## src/rtl/intinj_pkg.sv

```systemverilog
package intinj_pkg;
  localparam int OPCODE_W = 3;
  localparam logic [OPCODE_W-1:0] OP_EXECUTE = 3'b100;

  typedef struct packed {
    logic clearPend;
    logic forceVector;
    logic saveStrobe;
    logic driveReturn;
  } ctlStrobes_t;
endpackage

```

## src/rtl/intinj_datapath.sv

```systemverilog
module intinj_datapath
  import intinj_pkg::*;
#(
  parameter int INSTR_W = 16,
  parameter int ADDR_W = 13,
  parameter int DECODE_DELAY = 2,
  parameter logic [ADDR_W-1:0] VECTOR_ADDR = 13'o17777,
  parameter logic [INSTR_W-1:0] RET_MASK = 16'hFF00,
  parameter logic [INSTR_W-1:0] RET_MATCH = 16'hE700
) (
  input  logic               clk,
  input  logic               rst_n,
  input  logic               mclk,
  input  logic [INSTR_W-1:0] instr,
  input  logic               irqReq,
  input  logic               modeEdge,
  input  ctlStrobes_t        strobes,
  output logic               decodeValid,
  output logic               isExec,
  output logic               isRet,
  output logic               pending,
  output logic               promDisable,
  output logic [ADDR_W-1:0]  vectorAddr,
  output logic               saveEn,
  output logic               saveClk,
  output logic               retEn
);
  localparam int CNT_W = $clog2(DECODE_DELAY + 1);
  localparam logic [CNT_W-1:0] CNT_LOAD = CNT_W'(DECODE_DELAY);
  localparam logic [CNT_W-1:0] CNT_FIRE = CNT_W'(1);

  logic             mclkQ;
  logic             mclkFall;
  logic [CNT_W-1:0] delayCnt;
  logic             sampleNow;
  logic             reqQ;
  logic             reqRise;
  logic             execQ;
  logic             retQ;
  logic             validQ;
  logic             pendQ;

  // Falling edge of the sampled machine clock starts the settle delay.
  assign mclkFall  = mclkQ & ~mclk;
  assign sampleNow = (delayCnt == CNT_FIRE);

  always_ff @(posedge clk) begin
    if (!rst_n) begin
      mclkQ    <= 1'b0;
      delayCnt <= '0;
    end else begin
      mclkQ <= mclk;
      if (mclkFall)
        delayCnt <= CNT_LOAD;
      else if (delayCnt != '0)
        delayCnt <= delayCnt - CNT_FIRE;
    end
  end

  // Opcode latch: captured once per machine cycle, held until the next one.
  always_ff @(posedge clk) begin
    if (!rst_n) begin
      execQ  <= 1'b0;
      retQ   <= 1'b0;
      validQ <= 1'b0;
    end else begin
      validQ <= sampleNow;
      if (sampleNow) begin
        execQ <= (instr[INSTR_W-1 -: OPCODE_W] == OP_EXECUTE);
        retQ  <= ((instr & RET_MASK) == RET_MATCH);
      end
    end
  end

  // Request capture for edge mode; a new edge wins over a clear.
  assign reqRise = irqReq & ~reqQ & modeEdge;

  always_ff @(posedge clk) begin
    if (!rst_n) begin
      reqQ  <= 1'b0;
      pendQ <= 1'b0;
    end else begin
      reqQ <= irqReq;
      if (reqRise)
        pendQ <= 1'b1;
      else if (strobes.clearPend)
        pendQ <= 1'b0;
    end
  end

  assign decodeValid = validQ;
  assign isExec      = execQ;
  assign isRet       = retQ;
  assign pending     = pendQ;

  // Output drivers for the instruction path and the return-address register.
  assign promDisable = strobes.forceVector;
  assign vectorAddr  = strobes.forceVector ? VECTOR_ADDR : '0;
  assign saveEn      = strobes.forceVector;
  assign saveClk     = strobes.saveStrobe;
  assign retEn       = strobes.driveReturn;
endmodule

```

## src/rtl/intinj_control.sv

```systemverilog
module intinj_control
  import intinj_pkg::*;
(
  input  logic        clk,
  input  logic        rst_n,
  input  logic        decodeValid,
  input  logic        isExec,
  input  logic        isRet,
  input  logic        pending,
  input  logic        irqReq,
  input  logic        modeEdge,
  input  logic        irqInhibit,
  output ctlStrobes_t strobes,
  output logic        irqAck
);
  logic forceQ;
  logic saveQ;
  logic returnQ;
  logic inServiceQ;
  logic hsAckQ;
  logic requestSeen;
  logic takeOk;

  assign requestSeen = modeEdge ? pending : (irqReq & ~hsAckQ);
  assign takeOk = decodeValid & ~inServiceQ & ~irqInhibit & ~isExec & requestSeen;

  always_ff @(posedge clk) begin
    if (!rst_n) begin
      forceQ     <= 1'b0;
      saveQ      <= 1'b0;
      returnQ    <= 1'b0;
      inServiceQ <= 1'b0;
      hsAckQ     <= 1'b0;
    end else begin
      saveQ <= 1'b0;
      if (!irqReq)
        hsAckQ <= 1'b0;
      if (decodeValid) begin
        forceQ  <= 1'b0;
        returnQ <= 1'b0;
        if (inServiceQ && isRet) begin
          returnQ    <= 1'b1;
          inServiceQ <= 1'b0;
        end else if (takeOk) begin
          forceQ     <= 1'b1;
          saveQ      <= 1'b1;
          inServiceQ <= 1'b1;
          if (!modeEdge)
            hsAckQ <= 1'b1;
        end
      end
    end
  end

  always_comb begin
    strobes.clearPend   = takeOk & modeEdge;
    strobes.forceVector = forceQ;
    strobes.saveStrobe  = saveQ;
    strobes.driveReturn = returnQ;
  end

  assign irqAck = modeEdge ? forceQ : hsAckQ;
endmodule

```

## src/rtl/intinj_top.sv

```systemverilog
module intinj_top
  import intinj_pkg::*;
#(
  parameter int INSTR_W = 16,
  parameter int ADDR_W = 13,
  parameter int DECODE_DELAY = 2,
  parameter logic [ADDR_W-1:0] VECTOR_ADDR = 13'o17777,
  parameter logic [INSTR_W-1:0] RET_MASK = 16'hFF00,
  parameter logic [INSTR_W-1:0] RET_MATCH = 16'hE700
) (
  input  logic               clk,
  input  logic               rst_n,
  input  logic               mclk,
  input  logic [INSTR_W-1:0] instr,
  input  logic               irqReq,
  input  logic               modeEdge,
  input  logic               irqInhibit,
  output logic               promDisable,
  output logic [ADDR_W-1:0]  vectorAddr,
  output logic               saveEn,
  output logic               saveClk,
  output logic               retEn,
  output logic               irqAck
);
  ctlStrobes_t strobes;
  logic decodeValid;
  logic isExec;
  logic isRet;
  logic pending;

  intinj_datapath #(
    .INSTR_W(INSTR_W), .ADDR_W(ADDR_W), .DECODE_DELAY(DECODE_DELAY),
    .VECTOR_ADDR(VECTOR_ADDR), .RET_MASK(RET_MASK), .RET_MATCH(RET_MATCH)
  ) u_datapath (
    .clk(clk), .rst_n(rst_n), .mclk(mclk), .instr(instr), .irqReq(irqReq),
    .modeEdge(modeEdge), .strobes(strobes), .decodeValid(decodeValid),
    .isExec(isExec), .isRet(isRet), .pending(pending),
    .promDisable(promDisable), .vectorAddr(vectorAddr), .saveEn(saveEn),
    .saveClk(saveClk), .retEn(retEn)
  );

  intinj_control u_control (
    .clk(clk), .rst_n(rst_n), .decodeValid(decodeValid), .isExec(isExec),
    .isRet(isRet), .pending(pending), .irqReq(irqReq), .modeEdge(modeEdge),
    .irqInhibit(irqInhibit), .strobes(strobes), .irqAck(irqAck)
  );
endmodule

```

## config.mk

```make
export PLATFORM = sky130hd
export DESIGN_NAME = intinj_top
export DESIGN_NICKNAME = d
export VERILOG_FILES = /design/src/rtl/intinj_pkg.sv /design/src/rtl/intinj_datapath.sv /design/src/rtl/intinj_control.sv /design/src/rtl/intinj_top.sv
export SDC_FILE = /design/constraint.sdc
export NUM_CORES = 1
export LEC_CHECK = 0
export ABC_AREA = 1
export BUFFER_PORTS_ARGS = -buffer_cell sky130_fd_sc_hd__buf_4
export CAP_MARGIN = 25
export CORE_MARGIN = 4
export CORE_UTILIZATION = 40
export CTS_CLUSTER_DIAMETER = 50
export DETAILED_ROUTE_END_ITERATION = 12
export HOLD_SLACK_MARGIN = 0.02
export PLACE_DENSITY_LB_ADDON = 0.12
export SLEW_MARGIN = 20
export SYNTH_ARGS = -nofsm -noshare
export SYNTH_HDL_FRONTEND = slang
export SYNTH_SLANG_ARGS = --single-unit
```

## constraint.sdc

```tcl
create_clock -name clk -period 1.1 [get_ports clk]
set_input_delay 0.165 -clock clk [delete_from_list [all_inputs] [get_ports clk]]
set_output_delay 0.165 -clock clk [all_outputs]
set_load 0.01 [all_outputs]
```

==> summary by stage <==
STA
Setup repair after global routing could not meet its margin everywhere. The final critical-path share of the clock period is a little over nine tenths. The final count of hold timing violations is 0. For this run, the top clock speed supported by timing is 947 MHz. The setup total negative slack is 0 ns. The actual slew at the worst max-slew pin is around 0.21 ns. The count of final setup violators is 0. The count of final max-slew check failures is 0.

The clock period minus worst slack is between 1 and 1.5 ns. The headroom to the max-slew limit is between 80 and 90%. The final worst clock skew is ~0.0095 ns.

Clock tree
The maximum level of the CTS H-tree is 1. The number of hold buffers added after CTS was 0. The number of clock sinks is 13. The TritonCTS buffer count is 3. The maximum buffer depth of the clock tree is 2. After clock tree synthesis, the setup repair step added 0 buffers.

The clock tree from TritonCTS is built. The CTS root buffer is clkbuf_4. The latest clock arrival within the worst-skew pair is between 0.2 and 0.3 ns. The clock transition at the registers of the reported paths is roughly 0.080 ns.

Power
Of the total power, the share spent switching nets is 23.5%. The analysis attributes to net switching a power of a little over 200 uW. The internal power contribution is ~660 uW.

The clock share of power is 34.2%. In this run the power density over the cells is 1030 mW/mm2. The share of total power in sequential cells is a little under three fifths.

The analysis attributes to cell leakage a power of 0.415 nW. The worst vdd rail ir drop is between 0.6 and 0.7 mV. The combinational fraction of design power is a little under a tenth.

Yosys
A synthesized cell averages 7.42 um2. The share of synthesized area occupied by flip-flops and latches is 41.3%. The number of nets handed over by synthesis was 107. The post-synthesis instance area is roughly 630 um2.

Counting flops and latches in the post-synthesis netlist gives 13. The number of different library cells used by synthesis comes to 16. For this run, the number of Yosys warnings is 0.

After technology mapping, the gate count stands at between 80 and 90.

Critical path
The slowest library cell on the worst path is dfxtp_2. The signal on the critical path passes through inv_2 -> o21ai_2 -> buf_4. Of all nets on the critical path, the largest fanout is 2. In this design, the stage delay of the slowest critical-path cell is 0.34 ns.

The worst setup path is captured at an output pin. The arrival time at the worst endpoint is slightly below 0.9 ns. The worst setup path is of the reg2out kind. Together, buffers and inverters on the worst path number 2. The startpoint type of the worst setup path is a flip-flop. For the worst setup path, the data required time is 0.94 ns. In this design, the largest share of critical-path delay is due to flip-flops.

Cells and area
The repair_antennas step left the layout with diodes totalling 0. Leaving out filler cells and counting taps, the final layout contains around 120. The relative area change from synthesis to final layout is 32.3%. In the layout the commonest cells are buf_4 (31), nand2_1 (20), dfxtp_1 (11). The number of nets in the layout is approximately 130. Of the cells placed in the final design, the portion with a size suffix greater than 1 is 45.4%. The end-of-flow core utilization is between 50 and 60%. The most common cell after layout, fill and taps aside is buf_4. Fill cells in the final layout number 160.

Route
In this run the remaining antenna-violating nets after routing total 0. The routed layout has between 500 and 600 vias. After the first detailed-routing iteration, the DRC count stood at 3. The wire length per cell is approximately 9.4 um. The first-pass detailed-route iteration total is 4. For this run, design rule violations remaining after detail routing come to 0. Wires add up to 1170 um. Using the TritonRoute via totals, the vias-per-cell ratio works out to between 4 and 5.

Global route
Entering global routing, the biggest net connects 9 pins. The global-route congestion overflow total is 0. Global routing used 11.7% of the available tracks. The number of global-route vias before repair is ~460.

The global-route wire length before repair is 1880 um. The number of antenna violations at the first check in global routing is 0.

Place
The HPWL reported at the end of detailed placement is around 950 um. The congestion estimate from routability-driven global placement came to about 0.66. The total placed cells including tap cells is between 100 and 150. The count of input and output buffers is 31.

Outcome
The run finished with clean final reports.

Floorplan
The die covers 0.00228 mm2. Once the floorplan was initialized, standard cells occupied about two fifths of the core. The count of standard-cell rows is 14. The I/O pin count is 40. The core area is roughly 0.0015 mm2. The floorplan die height is 47.7 um. The die is 47.7 um wide.

Flow run
The number of max-cap violations is 0.

Worst hold path
The tightest min-delay check is of the in2reg type.
==> what timing repair did <==
item,4_1_cts,5_1_grt
setup endpoints to repair,16,8
pin swaps,0,1
gates resized for setup,4,4
gates cloned,1,0
==> worst reg2reg max path, delay by kind of cell (launching register included) <==
family                 cells  cell delay [ns]
and+or+nand+nor            2             0.23
AOI/OAI and AO/OA          1             0.12
buffers and inverters      2             0.13
DFF                        1             0.33
==> synthesized netlist by cell type (all sizes together) <==
cell | count | area, um2
o22ai | 1 | 6.26
nor2 | 10 | 50.1
a21oi | 5 | 25.0
nand2 | 20 | 75.1
dfxtp | 13 | 260
nand3 | 4 | 20.0
inv | 11 | 41.3
nand3b | 1 | 7.51
o21ai | 3 | 15.0
buf | 14 | 105
o31ai | 1 | 12.5
nor3b | 1 | 7.51
nor3 | 1 | 5.00
==> sequential cells by signal, indices dropped and copies added, names as in the netlist <==
register	cells
u_control.forceQ	1
u_control.hsAckQ	1
u_control.inServiceQ	1
u_control.returnQ	1
u_control.saveQ	1
u_datapath.decodeValid	1
u_datapath.delayCnt	2
u_datapath.isExec	1
u_datapath.isRet	1
u_datapath.mclkQ	1
u_datapath.pending	1
u_datapath.reqQ	1
==> final cells by class <==
class	count	area [um2]	area share (%)
Clock inverter	1	5.00	0.600
Tap cell	16	20.0	2.40
Clock buffer	3	22.5	2.70
Sequential cell	13	263	31.5
Inverter	11	41.3	4.95
Multi-Input combinational cell	47	228	27.3
Timing Repair Buffer	33	255	30.6
==> power by group through the flow <==
stage,clock network (mW),registers [mW],logic (mW)
finish,0.295,0.484,0.0823
CTS,0.309,0.485,0.0833
detailed placement,0,0.496,0.0829
global route,0.325,0.485,0.0940
global placement,0,0.495,0.0817
floorplan,0,0.495,0.0327
==> final timing paths <==
kind,start,end,slack [ns],cells past startpoint
setup reg to reg,u_datapath.delayCnt[0],u_datapath.isExec,0.19,5
setup / recovery,u_control.hsAckQ,irqAck,0.04,3
hold / removal,mclk,u_datapath.mclkQ,0.08,3
hold reg to reg,u_datapath.delayCnt[0],u_datapath.delayCnt[0],0.42,1
==> per-stage QoR <==
step | area [um2] | hold slack, ns | setup WS (ns) | total power, mW
final | 835 | 0.0776 | 0.0440 | 0.862
after global routing | 835 | 0.0738 | -0.00308 | 0.904
after CTS | 826 | 0.0687 | 0.000684 | 0.877
after detailed placement | 786 | 0.359 | 0.189 | 0.579
after global placement | 786 | 0.355 | 0.175 | 0.577
after floorplan | 631 | 0.258 | 0.114 | 0.528
==> per-layer routing <==
layer  track usage (%)  vias to the layer above  part of all wire (%)
met1              13.7                      238                    43
li1                  -                      301                     -
met5                 0                        -                     0
met2              19.8                       19                    49
met4              4.84                        0                  0.77
met3              3.38                        2                   7.3
==> cell families (layout without fill, tap and decap cells) <==
family	after synthesis	after routing	synth area share, %
buffers and inverters	25	48	23.2
DFF	13	13	41.3
and+or+nand+nor	37	37	26.2
AOI/OAI and AO/OA	10	10	9.32
No activity file was read; power rests on OpenSTA's default activity.
